**config.mk**
```make
export PLATFORM = sky130hd
export DESIGN_NAME = fbq_top
export DESIGN_NICKNAME = d
export VERILOG_FILES = /design/src/rtl/fbq_pkg.sv /design/src/rtl/fbq_admit.sv /design/src/rtl/fbq_ring.sv /design/src/rtl/fbq_ctrl.sv /design/src/rtl/fbq_top.sv
export SDC_FILE = /design/constraint.sdc
export NUM_CORES = 1
export LEC_CHECK = 0
export CAP_MARGIN = 10
export CORE_MARGIN = 1
export CORE_UTILIZATION = 27
export CTS_CLUSTER_DIAMETER = 150
export DETAILED_ROUTE_END_ITERATION = 7
export DONT_BUFFER_PORTS = 1
export GPL_TIMING_DRIVEN = 0
export PLACE_DENSITY_LB_ADDON = 0.05
export SLEW_MARGIN = 20
export SYNTH_ARGS = -nofsm -noshare
export SYNTH_HDL_FRONTEND = slang
export SYNTH_SLANG_ARGS = --single-unit
export TNS_END_PERCENT = 10
```
**constraint.sdc**
```tcl
create_clock -name clk -period 5.9 [get_ports clk]
set_clock_uncertainty 0.15 [all_clocks]
set_input_delay 0.59 -clock clk [delete_from_list [all_inputs] [get_ports clk]]
set_output_delay 0.59 -clock clk [all_outputs]
set_load 0.005 [all_outputs]
```
**src/rtl/fbq_pkg.sv**
```systemverilog
package fbq_pkg;

    // What the queue does with the incoming group at a clock edge.
    typedef enum logic {
        EDGE_LOAD,   // queue empty: group becomes contents, no removal
        EDGE_SHIFT   // queue holds data: append group, remove head
    } edge_act_e;

    function automatic logic [31:0] clip_u(input logic [31:0] a, input logic [31:0] b);
        return (a < b) ? a : b;
    endfunction

    function automatic logic [31:0] ring_add(input logic [31:0] base,
                                             input logic [31:0] off,
                                             input logic [31:0] depth);
        return (base + off) % depth;
    endfunction

endpackage

```
**src/rtl/fbq_admit.sv**
```systemverilog
module fbq_admit
    import fbq_pkg::*;
#(
    parameter int LANES = 4,
    parameter int DEPTH = 8,
    parameter int LCW   = 3,
    parameter int CW    = 4
) (
    input  logic [LCW-1:0] req_cnt,
    input  logic [CW-1:0]  fill,
    output logic [LCW-1:0] take,
    output logic           drop
);
    logic [31:0] eff;
    logic [31:0] room;

    always_comb begin
        eff  = clip_u(32'(req_cnt), 32'(LANES));
        room = 32'(DEPTH) - 32'(fill);
        take = LCW'(clip_u(eff, room));
        drop = (eff > room);
    end
endmodule

```
**src/rtl/fbq_ring.sv**
```systemverilog
module fbq_ring
    import fbq_pkg::*;
#(
    parameter int LANES = 4,
    parameter int DEPTH = 8,
    parameter int DW    = 8,
    parameter int PW    = 3,
    parameter int LCW   = 3
) (
    input  logic                clk,
    input  logic [PW-1:0]       wr_base,
    input  logic [LCW-1:0]      take,
    input  logic [LANES*DW-1:0] lanes,
    input  logic [PW-1:0]       head_idx,
    output logic [DW-1:0]       head_word
);
    logic [DW-1:0] cells [DEPTH];
    logic [LANES-1:0] wen;
    logic [PW-1:0]    waddr [LANES];

    for (genvar g = 0; g < LANES; g++) begin : g_lane
        assign wen[g]   = (32'(take) > 32'(g));
        assign waddr[g] = PW'(ring_add(32'(wr_base), 32'(g), 32'(DEPTH)));
    end

    // Accepted lanes never exceed DEPTH, so their addresses are distinct.
    always_ff @(posedge clk) begin
        for (int i = 0; i < LANES; i++) begin
            if (wen[i]) cells[waddr[i]] <= lanes[i*DW +: DW];
        end
    end

    assign head_word = cells[head_idx];
endmodule

```
**src/rtl/fbq_ctrl.sv**
```systemverilog
module fbq_ctrl
    import fbq_pkg::*;
#(
    parameter int DEPTH = 8,
    parameter int PW    = 3,
    parameter int CW    = 4,
    parameter int LCW   = 3
) (
    input  logic           clk,
    input  logic           rst,
    input  logic [LCW-1:0] take,
    input  logic           drop,
    output logic [PW-1:0]  wr_ptr,
    output logic [PW-1:0]  rd_ptr,
    output logic [CW-1:0]  fill,
    output logic           ovf
);
    edge_act_e   act;
    logic [31:0] pop_n;

    always_comb begin
        act   = (fill == '0) ? EDGE_LOAD : EDGE_SHIFT;
        pop_n = (act == EDGE_SHIFT) ? 32'd1 : 32'd0;
    end

    always_ff @(posedge clk) begin
        if (rst) begin
            wr_ptr <= '0;
            rd_ptr <= '0;
            fill   <= '0;
            ovf    <= 1'b0;
        end else begin
            wr_ptr <= PW'(ring_add(32'(wr_ptr), 32'(take), 32'(DEPTH)));
            rd_ptr <= PW'(ring_add(32'(rd_ptr), pop_n, 32'(DEPTH)));
            fill   <= CW'(32'(fill) + 32'(take) - pop_n);
            ovf    <= ovf | drop;
        end
    end
endmodule

```
**src/rtl/fbq_top.sv**
```systemverilog
module fbq_top
    import fbq_pkg::*;
#(
    parameter int LANES = 4,
    parameter int DEPTH = 8,
    parameter int DW    = 8,
    localparam int LCW  = $clog2(LANES + 1),
    localparam int CW   = $clog2(DEPTH + 1),
    localparam int PW   = (DEPTH > 1) ? $clog2(DEPTH) : 1
) (
    input  logic                clk,
    input  logic                rst,
    input  logic [LANES*DW-1:0] grp_data,
    input  logic [LCW-1:0]      grp_cnt,
    output logic                head_vld,
    output logic [DW-1:0]       head_data,
    output logic [CW-1:0]       fill_level,
    output logic                ovf_sticky
);
    logic [LCW-1:0] take;
    logic           drop;
    logic [PW-1:0]  wr_ptr;
    logic [PW-1:0]  rd_ptr;
    logic [DW-1:0]  word;

    fbq_admit #(.LANES(LANES), .DEPTH(DEPTH), .LCW(LCW), .CW(CW)) u_admit (
        .req_cnt (grp_cnt),
        .fill    (fill_level),
        .take    (take),
        .drop    (drop)
    );

    fbq_ctrl #(.DEPTH(DEPTH), .PW(PW), .CW(CW), .LCW(LCW)) u_ctrl (
        .clk    (clk),
        .rst    (rst),
        .take   (take),
        .drop   (drop),
        .wr_ptr (wr_ptr),
        .rd_ptr (rd_ptr),
        .fill   (fill_level),
        .ovf    (ovf_sticky)
    );

    fbq_ring #(.LANES(LANES), .DEPTH(DEPTH), .DW(DW), .PW(PW), .LCW(LCW)) u_ring (
        .clk       (clk),
        .wr_base   (wr_ptr),
        .take      (take),
        .lanes     (grp_data),
        .head_idx  (rd_ptr),
        .head_word (word)
    );

    assign head_vld  = (fill_level != '0);
    assign head_data = head_vld ? word : '0;
endmodule

```
==> impl_metrics.json <==
{
  "port_buffers": 0,
  "clk_pin_slew_ns": 0.06,
  "min_path_type": "in2reg",
  "end_kind": "register",
  "leakagePower_nw": 2.30,
  "drive_above_1_share_pct": 7.43,
  "design_area_um2": 7400,
  "finalSetupViolations": 0,
  "fp.dieW_um": 160,
  "async_reset_ff_share_pct": 0,
  "rows": 57,
  "rr_startpoint": "u_ctrl.wr_ptr[0]$_SDFF_PP0_",
  "synth_compound_area_share_pct": 34.9,
  "diodes": 0,
  "vias": 7050,
  "syn_inst": 778,
  "io_pins": 51,
  "hold_buffers": 0,
  "synth_edf_count": 64,
  "dpl-instance-area_um2": 7120,
  "r2r_slack_ns": 0.75,
  "clk_path_buf_depth": 2,
  "ys_ff_latch": 75,
  "cts.repair.resized": 0,
  "dp_hpwl_um": 26000,
  "setup_tns_ns": 0,
  "dieArea_um2": 25500,
  "endpoint": "u_ring.cells[6][0]$_DFFE_PP_",
  "grt-ovfl-total": 0,
  "critPathMaxFanout": 10,
  "worstSkewPairLatency_ns": 0.34,
  "outcome": "complete, no violations",
  "syn_area_per_cell_um2": 8.62,
  "synth_mux_area_share_pct": 6.73,
  "synth_simple_gate_area_share_pct": 16.1,
  "whs_ns": 0.165,
  "tightest_slew_ns": 1.11,
  "drtPass1Iterations": 5,
  "timing.final.crit_share_pct": 87.3,
  "gp_congestion": 0.930,
  "cts_tree": "done",
  "synth-xor-area-share_pct": 2.07,
  "mappedNetlistNets": 828,
  "yosys_warnings": 0,
  "required_ns": 5.79,
  "core_area_um2": 24300,
  "antenna_found_initial": 0,
  "track_usage_pct": 25.7,
  "ys_types": 55,
  "powerDensity_nw_per_um2": 657,
  "arrival_ns": 5.04,
  "reg2reg_depth": 11,
  "synthAdderAreaFrac_pct": 2.65,
  "cts_max_level": 3,
  "die_h_um": 160,
  "worstSetupPathType": "reg2reg",
  "grt_max_degree": 13,
  "drt_wl_total_um": 33100,
  "startpoint": "u_ctrl.wr_ptr[0]$_SDFF_PP0_",
  "maxCapViolCount": 0,
  "pre_cts_ws_ns": 0.982,
  "synth_ff_type": "edfxtp_1",
  "rsz0062_at_grt": "false",
  "grt_pass1_wl_um": 47500,
  "vias_per_cell": 6.31,
  "synthesis.area_um2": 6710,
  "syn_to_final_growth_pct": 10.3,
  "post-route-util_pct": 30.4,
  "crit_path_start_kind": "register",
  "synth_top_family_by_area": "compound AO/OA/AOI/OAI gates",
  "rr_endpoint": "u_ring.cells[6][0]$_DFFE_PP_",
  "hold_violations": 0,
  "cts_root_buf": "clkbuf_16",
  "fin_ws_ns": 0.748,
  "nets": 839,
  "grt_pass1_vias": 6597,
  "ant_nets": 0,
  "relSlewSlack_pct": 25.5,
  "start_util_pct": 27.6,
  "irDropWorstVdd_mv": 0.211,
  "remaining_drc_errors": 0,
  "post_cts_buffers": 0,
  "min_period_ns": 5.15,
  "finalMaxSlewViolations": 0,
  "clock-sinks": 75,
  "drt_iter0_markers": 954,
  "cts_buffers": 9,
  "wl_per_cell_um": 29.6,
  "fmax_mhz": 194,
  "ys_seq_area_share_pct": 31.9
}
-- placed cells by master, fill, tap and decap left out, drive strengths merged, types with 4 or more instances in the layout --
cell type	netlist	final
nor2b	8	8
clkinv	0	5
nand4b	4	4
and2	8	8
nand3	16	16
o22ai	58	58
edfxtp	64	64
nor3b	4	4
or3	4	4
nand2	66	66
nand4	4	4
a31oi	10	10
mux4	16	16
o211ai	9	9
dfxtp	11	11
a211oi	128	128
ha	11	11
o21ai	19	19
inv	17	17
mux2i	8	8
xor2	4	4
a311oi	4	4
nor4	4	4
buf	19	19
xnor2	11	11
a21boi	37	37
nor2	45	45
clkbuf	56	66
and3	38	38
a2111oi	7	7
nor3	4	4
a21oi	62	62
-- flip-flops by register name (all words and copies together) (netlist names) --
register       count
u_ctrl.wr_ptr      3
u_ctrl.rd_ptr      3
u_ctrl.ovf         1
u_ctrl.fill        4
u_ring.cells      64
-- final cells by class --
class	count	area, um^2
fill	2573	16900
multi-input combinational	611	4190
sequential	75	2140
tap	324	405
buffer	75	315
clock buffer	10	229
inverter	17	63.8
clock inverter	6	56.3
-- worst min path at each step --
| stage | to | slack [ns] | cells after the start | from |
|---|---|---|---|---|
| 6_report | u_ctrl.rd_ptr[0]$_SDFF_PP0_ | 0.17 | 1 | rst |
| 5_1_grt | u_ctrl.rd_ptr[0]$_SDFF_PP0_ | 0.16 | 1 | rst |
| 4_1_cts | u_ctrl.rd_ptr[0]$_SDFF_PP0_ | 0.15 | 1 | rst |
| 3_5_place_dp | u_ctrl.ovf$_SDFF_PP0_ | 0.32 | 2 | u_ctrl.ovf$_SDFF_PP0_ |
| 3_3_place_gp | u_ctrl.ovf$_SDFF_PP0_ | 0.31 | 2 | u_ctrl.ovf$_SDFF_PP0_ |
| 2_1_floorplan | u_ctrl.ovf$_SDFF_PP0_ | 0.29 | 2 | u_ctrl.ovf$_SDFF_PP0_ |
-- worst max-delay path, cell delays in order (launching register included) --
cell	delay, ns
dfxtp_1	0.42
inv_1	0.18
clkbuf_1	0.53
clkbuf_1	0.46
clkbuf_1	0.51
ha_1	0.33
inv_1	0.15
nor4_1	0.64
clkbuf_1	0.35
nand2_1	0.26
a211oi_1	0.68
a211oi_1	0.18
-- synth_stat cells (15+ instances only) --
| cell | number | area, um^2 |
|---|---|---|
| buf_2 | 15 | 75.1 |
| edfxtp_1 | 64 | 1920 |
| a21boi_0 | 37 | 278 |
| o22ai_1 | 58 | 363 |
| clkbuf_1 | 53 | 199 |
| inv_1 | 17 | 63.8 |
| nor2_1 | 45 | 169 |
| and3_1 | 38 | 238 |
| a211oi_1 | 128 | 961 |
| mux4_2 | 16 | 360 |
| nand3_1 | 16 | 80.1 |
| a21oi_1 | 62 | 310 |
| nand2_1 | 66 | 248 |
-- logic make-up after synthesis --
kind of cell / after synthesis
and+or+nand+nor: 213
DFF: 75
buffers and inverters: 92
xor gates and xnor gates: 15
AOI/OAI and AO/OA: 345
muxes: 25
adders and majority gates: 13
-- power by group --
group	internal (mW)	switching, mW	leakage (nW)
clock	0.324	0.214	0.141
sequential	1.03	0.104	0.692
combinational	0.948	2.24	1.47
total	2.30	2.56	2.30
-- stage by stage --
step,power (mW),std cells
2_1_floorplan,3.09,778
3_3_place_gp,4.25,1102
3_5_place_dp,4.26,1102
4_1_cts,4.81,1118
5_1_grt,5.12,1118
6_report,4.86,1118
-- routing by layer --
metal	track usage, %	vias up	routed length (um)
li1	-	3119	-
met1	37.3	3475	15000
met2	40.1	406	14700
met3	3.90	50	2820
met4	5.68	0	612
met5	0	-	0
Power figures use the tool's default switching activity.
